==> src/rtl/sdc_pkg.sv <==
package sdc_pkg;
  typedef enum logic [2:0] {ST_IDLE, ST_TX, ST_WAIT, ST_RX, ST_BUSY} state_e;

  localparam logic [2:0] A_CMD  = 3'd0;
  localparam logic [2:0] A_ARG  = 3'd1;
  localparam logic [2:0] A_TOUT = 3'd2;
  localparam logic [2:0] A_STS  = 3'd3;

  localparam int B_RD    = 6;
  localparam int B_WR    = 7;
  localparam int B_LONG  = 9;
  localparam int B_NORSP = 10;
  localparam int B_BUSYW = 11;
  localparam int B_START = 15;

  localparam int S_CRC  = 4;
  localparam int S_TOUT = 6;
  localparam int S_BSY  = 10;

  localparam int IDX_W     = 6;
  localparam int ARG_W     = 32;
  localparam int CRC_W     = 7;
  localparam int SHORT_W   = 48;
  localparam int LONG_W    = 136;
  localparam int HDR_W     = 8;
  localparam int RSP_WORDS = 4;
endpackage

==> src/rtl/sdc_crc7.sv <==
module sdc_crc7 #(
  parameter int           W    = 7,
  parameter logic [W-1:0] POLY = 7'h09
) (
  input  logic         clk_i,
  input  logic         rst_ni,
  input  logic         clr_i,
  input  logic         en_i,
  input  logic         shift_i,
  input  logic         bit_i,
  output logic [W-1:0] crc_o
);
  logic [W-1:0] crc_q;
  logic         fb;

  assign fb    = bit_i ^ crc_q[W-1];
  assign crc_o = crc_q;

  always_ff @(posedge clk_i or negedge rst_ni) begin
    if (!rst_ni)      crc_q <= '0;
    else if (clr_i)   crc_q <= '0;
    else if (en_i) begin
      // shift mode drains the remainder MSB first
      if (shift_i) crc_q <= {crc_q[W-2:0], 1'b0};
      else         crc_q <= {crc_q[W-2:0], 1'b0} ^ (fb ? POLY : '0);
    end
  end
endmodule

==> src/rtl/sdc_cmd_tx.sv <==
module sdc_cmd_tx #(
  parameter int IDX_W = 6,
  parameter int ARG_W = 32,
  parameter int CRC_W = 7
) (
  input  logic             clk_i,
  input  logic             rst_ni,
  input  logic             load_i,
  input  logic [IDX_W-1:0] idx_i,
  input  logic [ARG_W-1:0] arg_i,
  input  logic             tick_i,
  output logic             cmd_o,
  output logic             oe_o,
  output logic             done_o
);
  localparam int BODY_W  = 2 + IDX_W + ARG_W;
  localparam int FRAME_W = BODY_W + CRC_W + 1;
  localparam int CNT_W   = $clog2(FRAME_W);
  localparam logic [CNT_W-1:0] BODY_END = CNT_W'(BODY_W);
  localparam logic [CNT_W-1:0] CRC_END  = CNT_W'(BODY_W + CRC_W);
  localparam logic [CNT_W-1:0] LAST     = CNT_W'(FRAME_W - 1);

  logic [BODY_W-1:0] sh_q;
  logic [CNT_W-1:0]  cnt_q;
  logic              active_q;
  logic              in_body, in_crc, step;
  logic [CRC_W-1:0]  crc;

  assign in_body = cnt_q < BODY_END;
  assign in_crc  = !in_body && (cnt_q < CRC_END);
  assign step    = tick_i && active_q;

  sdc_crc7 #(.W(CRC_W)) i_crc (
    .clk_i, .rst_ni,
    .clr_i  (load_i),
    .en_i   (step && (in_body || in_crc)),
    .shift_i(in_crc),
    .bit_i  (sh_q[BODY_W-1]),
    .crc_o  (crc)
  );

  always_ff @(posedge clk_i or negedge rst_ni) begin
    if (!rst_ni) begin
      sh_q     <= '0;
      cnt_q    <= '0;
      active_q <= 1'b0;
    end else if (load_i) begin
      sh_q     <= {2'b01, idx_i, arg_i};
      cnt_q    <= '0;
      active_q <= 1'b1;
    end else if (step) begin
      if (in_body) sh_q <= {sh_q[BODY_W-2:0], 1'b0};
      if (cnt_q == LAST) active_q <= 1'b0;
      else               cnt_q    <= cnt_q + 1'b1;
    end
  end

  always_comb begin
    if (!active_q)    cmd_o = 1'b1;
    else if (in_body) cmd_o = sh_q[BODY_W-1];
    else if (in_crc)  cmd_o = crc[CRC_W-1];
    else              cmd_o = 1'b1;
  end

  assign oe_o   = active_q;
  assign done_o = step && (cnt_q == LAST);
endmodule

==> src/rtl/sdc_resp_rx.sv <==
module sdc_resp_rx #(
  parameter int SHORT_W = 48,
  parameter int LONG_W  = 136,
  parameter int HDR_W   = 8,
  parameter int CRC_W   = 7
) (
  input  logic              clk_i,
  input  logic              rst_ni,
  input  logic              en_i,
  input  logic              tick_i,
  input  logic              long_i,
  input  logic              cmd_i,
  output logic              start_o,
  output logic              done_o,
  output logic              crc_ok_o,
  output logic [LONG_W-1:0] frame_o
);
  localparam int CNT_W = $clog2(LONG_W + 1);
  localparam logic [CNT_W-1:0] S_LO   = CNT_W'(1);
  localparam logic [CNT_W-1:0] S_HI   = CNT_W'(SHORT_W - CRC_W - 2);
  localparam logic [CNT_W-1:0] S_LAST = CNT_W'(SHORT_W - 1);
  localparam logic [CNT_W-1:0] L_LO   = CNT_W'(HDR_W);
  localparam logic [CNT_W-1:0] L_HI   = CNT_W'(LONG_W - CRC_W - 2);
  localparam logic [CNT_W-1:0] L_LAST = CNT_W'(LONG_W - 1);

  logic [LONG_W-1:0] sh_q;
  logic [CNT_W-1:0]  n_q, lo, hi, last;
  logic              active_q, done_q, step;
  logic [CRC_W-1:0]  crc;

  assign lo      = long_i ? L_LO : S_LO;
  assign hi      = long_i ? L_HI : S_HI;
  assign last    = long_i ? L_LAST : S_LAST;
  assign step    = en_i && tick_i && active_q;
  assign start_o = en_i && tick_i && !active_q && !done_q && !cmd_i;

  sdc_crc7 #(.W(CRC_W)) i_crc (
    .clk_i, .rst_ni,
    .clr_i  (start_o),
    .en_i   (step && (n_q >= lo) && (n_q <= hi)),
    .shift_i(1'b0),
    .bit_i  (cmd_i),
    .crc_o  (crc)
  );

  always_ff @(posedge clk_i or negedge rst_ni) begin
    if (!rst_ni) begin
      sh_q     <= '0;
      n_q      <= '0;
      active_q <= 1'b0;
      done_q   <= 1'b0;
    end else begin
      done_q <= 1'b0;
      if (start_o) begin
        sh_q     <= {sh_q[LONG_W-2:0], 1'b0};
        n_q      <= CNT_W'(1);
        active_q <= 1'b1;
      end else if (step) begin
        sh_q <= {sh_q[LONG_W-2:0], cmd_i};
        n_q  <= n_q + 1'b1;
        if (n_q == last) begin
          active_q <= 1'b0;
          done_q   <= 1'b1;
        end
      end
    end
  end

  assign done_o   = done_q;
  assign crc_ok_o = (crc == sh_q[CRC_W:1]);
  assign frame_o  = sh_q;
endmodule

==> src/rtl/sdc_cmd_engine.sv <==
module sdc_cmd_engine
  import sdc_pkg::*;
#(
  parameter int              TOUT_W   = 32,
  parameter logic [TOUT_W-1:0] TOUT_RST = TOUT_W'(32'h0010_0000)
) (
  input  logic        clk_i,
  input  logic        rst_ni,
  input  logic        tick_i,
  input  logic        we_i,
  input  logic [2:0]  waddr_i,
  input  logic [31:0] wdata_i,
  input  logic [2:0]  raddr_i,
  output logic [31:0] rdata_o,
  output logic        cmd_o,
  output logic        cmd_oe_o,
  input  logic        cmd_i,
  input  logic        dat0_i
);
  localparam int PAY_HI = SHORT_W - HDR_W - 1;
  localparam int PAY_LO = CRC_W + 1;

  state_e             state_q, state_d;
  logic [TOUT_W-1:0]  tout_q, tcnt_q, tcnt_d;
  logic [IDX_W-1:0]   idx_q;
  logic [ARG_W-1:0]   arg_q;
  logic               rd_q, wr_q, long_q, norsp_q, busyw_q, fail_q, start_q;
  logic               sts_crc_q, sts_to_q, sts_bsy_q;
  logic [31:0]        rsp_q [RSP_WORDS];
  logic               go, fin, e_crc, e_to, e_bsy;
  logic               tx_done, rx_start, rx_done, rx_crc_ok;
  logic [LONG_W-1:0]  rx_frame;

  assign go = we_i && (waddr_i == A_CMD) && wdata_i[B_START] && !start_q;

  sdc_cmd_tx #(.IDX_W(IDX_W), .ARG_W(ARG_W), .CRC_W(CRC_W)) i_tx (
    .clk_i, .rst_ni,
    .load_i(go),
    .idx_i (wdata_i[IDX_W-1:0]),
    .arg_i (arg_q),
    .tick_i,
    .cmd_o,
    .oe_o  (cmd_oe_o),
    .done_o(tx_done)
  );

  sdc_resp_rx #(.SHORT_W(SHORT_W), .LONG_W(LONG_W), .HDR_W(HDR_W), .CRC_W(CRC_W)) i_rx (
    .clk_i, .rst_ni,
    .en_i    ((state_q == ST_WAIT) || (state_q == ST_RX)),
    .tick_i,
    .long_i  (long_q),
    .cmd_i,
    .start_o (rx_start),
    .done_o  (rx_done),
    .crc_ok_o(rx_crc_ok),
    .frame_o (rx_frame)
  );

  always_comb begin
    state_d = state_q;
    tcnt_d  = tcnt_q;
    fin     = 1'b0;
    e_crc   = 1'b0;
    e_to    = 1'b0;
    e_bsy   = 1'b0;
    unique case (state_q)
      ST_IDLE: if (go) state_d = ST_TX;
      ST_TX: if (tx_done) begin
        if (!norsp_q)     begin state_d = ST_WAIT; tcnt_d = tout_q; end
        else if (busyw_q) begin state_d = ST_BUSY; tcnt_d = tout_q; end
        else              begin state_d = ST_IDLE; fin = 1'b1; end
      end
      ST_WAIT: begin
        if (rx_start) state_d = ST_RX;
        else if (tick_i) begin
          if (tcnt_q == '0) begin state_d = ST_IDLE; fin = 1'b1; e_to = 1'b1; end
          else tcnt_d = tcnt_q - 1'b1;
        end
      end
      ST_RX: if (rx_done) begin
        if (!rx_crc_ok)   begin state_d = ST_IDLE; fin = 1'b1; e_crc = 1'b1; end
        else if (busyw_q) begin state_d = ST_BUSY; tcnt_d = tout_q; end
        else              begin state_d = ST_IDLE; fin = 1'b1; end
      end
      ST_BUSY: if (tick_i) begin
        if (dat0_i)             begin state_d = ST_IDLE; fin = 1'b1; e_bsy = 1'b1; end
        else if (tcnt_q == '0)  begin state_d = ST_IDLE; fin = 1'b1; e_to = 1'b1; end
        else tcnt_d = tcnt_q - 1'b1;
      end
      default: state_d = ST_IDLE;
    endcase
  end

  always_ff @(posedge clk_i or negedge rst_ni) begin
    if (!rst_ni) begin
      state_q <= ST_IDLE;
      tcnt_q  <= '0;
      start_q <= 1'b0;
      fail_q  <= 1'b0;
      idx_q   <= '0;
      {rd_q, wr_q, long_q, norsp_q, busyw_q} <= '0;
    end else begin
      state_q <= state_d;
      tcnt_q  <= tcnt_d;
      if (go) begin
        start_q <= 1'b1;
        fail_q  <= 1'b0;
        idx_q   <= wdata_i[IDX_W-1:0];
        rd_q    <= wdata_i[B_RD];
        wr_q    <= wdata_i[B_WR];
        long_q  <= wdata_i[B_LONG];
        norsp_q <= wdata_i[B_NORSP];
        busyw_q <= wdata_i[B_BUSYW];
      end else begin
        if (fin)           start_q <= 1'b0;
        if (e_crc || e_to) fail_q  <= 1'b1;
      end
    end
  end

  always_ff @(posedge clk_i or negedge rst_ni) begin
    if (!rst_ni) begin
      arg_q  <= '0;
      tout_q <= TOUT_RST;
    end else if (we_i) begin
      if (waddr_i == A_ARG)  arg_q  <= wdata_i;
      if (waddr_i == A_TOUT) tout_q <= wdata_i[TOUT_W-1:0];
    end
  end

  // write-one-to-clear; a same-cycle hardware event wins
  always_ff @(posedge clk_i or negedge rst_ni) begin
    if (!rst_ni) begin
      {sts_crc_q, sts_to_q, sts_bsy_q} <= '0;
    end else begin
      sts_crc_q <= e_crc || (sts_crc_q && !(we_i && waddr_i == A_STS && wdata_i[S_CRC]));
      sts_to_q  <= e_to  || (sts_to_q  && !(we_i && waddr_i == A_STS && wdata_i[S_TOUT]));
      sts_bsy_q <= e_bsy || (sts_bsy_q && !(we_i && waddr_i == A_STS && wdata_i[S_BSY]));
    end
  end

  always_ff @(posedge clk_i or negedge rst_ni) begin
    if (!rst_ni) begin
      for (int k = 0; k < RSP_WORDS; k++) rsp_q[k] <= '0;
    end else if (rx_done) begin
      for (int k = 0; k < RSP_WORDS; k++) begin
        if (long_q)      rsp_q[k] <= rx_frame[32*k +: 32];
        else if (k == 0) rsp_q[k] <= rx_frame[PAY_HI:PAY_LO];
        else             rsp_q[k] <= '0;
      end
    end
  end

  always_comb begin
    unique case (raddr_i)
      A_CMD:   rdata_o = {16'b0, start_q, fail_q, 2'b0, busyw_q, norsp_q, long_q,
                          1'b0, wr_q, rd_q, idx_q};
      A_ARG:   rdata_o = arg_q;
      A_TOUT:  rdata_o = 32'(tout_q);
      A_STS:   rdata_o = {21'b0, sts_bsy_q, 3'b0, sts_to_q, 1'b0, sts_crc_q, 4'b0};
      default: rdata_o = rsp_q[raddr_i[1:0]];
    endcase
  end
endmodule

==> config.mk <==
export PLATFORM = sky130hd
export DESIGN_NAME = sdc_cmd_engine
export DESIGN_NICKNAME = d
export VERILOG_FILES = /design/src/rtl/sdc_pkg.sv /design/src/rtl/sdc_crc7.sv /design/src/rtl/sdc_cmd_tx.sv /design/src/rtl/sdc_resp_rx.sv /design/src/rtl/sdc_cmd_engine.sv
export SDC_FILE = /design/constraint.sdc
export NUM_CORES = 1
export LEC_CHECK = 0
export BUFFER_PORTS_ARGS = -buffer_cell sky130_fd_sc_hd__buf_4
export CAP_MARGIN = 15
export CORE_MARGIN = 2
export CORE_UTILIZATION = 55
export DETAILED_ROUTE_END_ITERATION = 7
export PLACE_DENSITY_LB_ADDON = 0.12
export SYNTH_ARGS = -nofsm -noshare
export SYNTH_HDL_FRONTEND = slang
export SYNTH_HIERARCHICAL = 1
export SYNTH_SLANG_ARGS = --single-unit
==> constraint.sdc <==
create_clock -name clk_i -period 2.9 [get_ports clk_i]
set_input_delay 0.58 -clock clk_i [delete_from_list [all_inputs] [get_ports clk_i]]
set_output_delay 0.58 -clock clk_i [all_outputs]
set_load 0.01 [all_outputs]
==> results.sh <==
export IMPL_gp_congestion=0.892
export IMPL_outcome="finished, violations left"
export IMPL_ir_drop_uv=489
export IMPL_critical_path_buf_inv_count=2
export IMPL_yosys_warnings=6
export IMPL_fillers=3030
export IMPL_synth_area_sq_um=20900
export IMPL_required_ps=2320
export IMPL_cts_sinks=442
export IMPL_post_cts_buffers=0
export IMPL_p_total_mw=17.1
export IMPL_drt_total_wl_microns=53100
export IMPL_setup_viol=0
export IMPL_r2r_start="tcnt_q[10]"
export IMPL_final_net_count=1996
export IMPL_ioPinCount=78
export IMPL_crit_arrival_ps=2240
export IMPL_routed_wl_met3_microns=3100
export IMPL_drv_cap=0
export IMPL_avgRoutedWirePerCell_microns=21.3
export IMPL_path_max_fanout=66
export IMPL_slew_headroom_pct=30.4
export IMPL_worstRegToRegCells=6
export IMPL_num_vias=15160
export IMPL_violations="negative hold slack"
export IMPL_drive_gt1_share_pct=24.5
export IMPL_cts_tree="yes"
export IMPL_multiInputGateArea_sq_um=8830
export IMPL_die_area_sq_um=39600
export IMPL_numPortBuffers=77
export IMPL_layout_worst_path_cycle_share_pct=97.3
export IMPL_grt_pass1_vias=14846
export IMPL_crit_path_top_delay_cell="dfrtp_4"
export IMPL_hp_class="input pin to asynchronous set/reset pin"
export IMPL_min_period_ps=2820
export IMPL_finClkSkew_ps=24.8
export IMPL_cts_buffers_inserted=47
export IMPL_synthCells=1892
export IMPL_antenna_found_initial=0
export IMPL_ff2ff_setup_slack_ps=200
export IMPL_grt_overflow_total=0
export IMPL_highest_layer="met4"
export IMPL_clock_latency_ps=580
export IMPL_final_common_cell="dfrtp_1"
export IMPL_clockRootBuffer="clkbuf_16"
export IMPL_hold_viol_final=8
export IMPL_htreeDepth=2
export IMPL_final_antenna_net_count=0
export IMPL_postSynthAreaPerCell_sq_um=11.1
export IMPL_critPathKind="register to primary output"
export IMPL_max_clock_path_buffers=3
export IMPL_cp_cell_sequence="buf_16 > mux2i_1 > nor2_1 > a211oi_2 > a21oi_1 > buf_4"
export IMPL_grt_max_degree=257
export IMPL_max_freq_mhz=354
export IMPL_core_sq_um=37600
export IMPL_layout_area_seq_sq_um=11100
export IMPL_wl_met2_microns=24800
export IMPL_power_leakage_nw=10.6
export IMPL_slew_violations=0
export IMPL_cp_top_family="flip-flops"
export IMPL_drtPass1Iterations=6
export IMPL_numPlacedInstances=2406
export IMPL_r2r_end="tcnt_q[24]"
export IMPL_cpPeakStageDelay_ps=500
export IMPL_die_w_microns=199
export IMPL_met1Wirelength_microns=24000
export IMPL_mostFrequentLayoutCells="439 x dfrtp_1, 174 x o21ai_0, 165 x mux2_2"
export IMPL_tightest_slew_ps=1040
export IMPL_start_kind="register"
export IMPL_die_h_microns=199
export IMPL_pwr_density_cell_nw_per_um2=716
export IMPL_diodes=0
export IMPL_drc=0
export IMPL_hold_slack_ps=-41.0
export IMPL_grt_pass1_wl_microns=83900
export IMPL_layout_cells_non_filler=2488
export IMPL_initial_core_util_pct=55.7
export IMPL_fp_row_count=71
export IMPL_clk_pin_slew_ps=60
export IMPL_drt_iter0_markers=1438
export IMPL_place_detailed_hpwl_microns=34800
export IMPL_grtUsageTotal_pct=27.3
export IMPL_viasPerCell=6.09
export IMPL_postCtsHoldBufs=0
export IMPL_cp_end_kind="primary output"
export IMPL_area_delta_synth_final_pct=14.4
-- metrics by stage --
step	TNS, ps	utilization [%]	setup slack (ps)	area [sq um]
after floorplan	0	-	5.49	20900
after global placement	0	59.3	27.3	22300
after detailed placement	-12.5	59.3	-12.5	22300
after CTS	0	63.6	4.35	23900
after global routing	-36.6	63.7	-36.6	24000
final	0	63.7	76.9	24000
-- per-layer routing --
layer,track usage [%],vias up
met5,0,-
met4,7.32,0
met3,4.44,77
met2,41.9,450
met1,40.7,7702
li1,-,6931
-- worst register-to-register path: stages (launching register included) --
cell and delay (ps):
dfrtp_1 390, or4_1 580, or4_4 590, nor4_4 300, or2_1 250, buf_4 270, o221ai_1 160
-- cell type report --
type                    instances  area share (%)
flip-flops and latches        442            46.2
multi-input cells            1182            36.9
repair buffers                146            5.60
clock buffers                  63            5.58
well taps                     511            2.67
inverters                     126            1.97
clock inverters                18            1.09
-- timing repair --
action	in CTS	in global routing
resized for setup	2	3
setup endpoints to repair	6	3
gates cloned	0	1
-- worst max path at each step --
stage	from	depth (start not counted)	slack, ps	endpoint
2_1_floorplan	raddr_i[0]	5	5	rdata_o[25]
3_3_place_gp	i_rx/frame_o[1]	10	30	tcnt_q[29]
3_5_place_dp	i_rx/frame_o[1]	10	-10	tcnt_q[29]
4_1_cts	long_q	6	4	rdata_o[9]
5_1_grt	long_q	6	-40	rdata_o[9]
6_report	long_q	6	80	rdata_o[9]
-- state kept, by name, indices dropped and copies added, names as in the netlist, 3 cells and up --
register and flops:
rsp_q 128, i_rx/frame_o 128, state_q 3, arg_q 32, i_rx/n_q 8, i_rx/i_crc/crc_o 7, tcnt_q 32, i_tx/i_crc/crc_o 7
idx_q 6, i_tx/cnt_q 6, tout_q 32, i_tx/sh_q 40
-- power breakdown --
part	total, mW	internal, mW	switching (mW)
clock network	6.24	3.76	2.48
registers	7.87	7.01	0.856
logic	3.04	1.43	1.60
(Power assumes the default switching activity.)
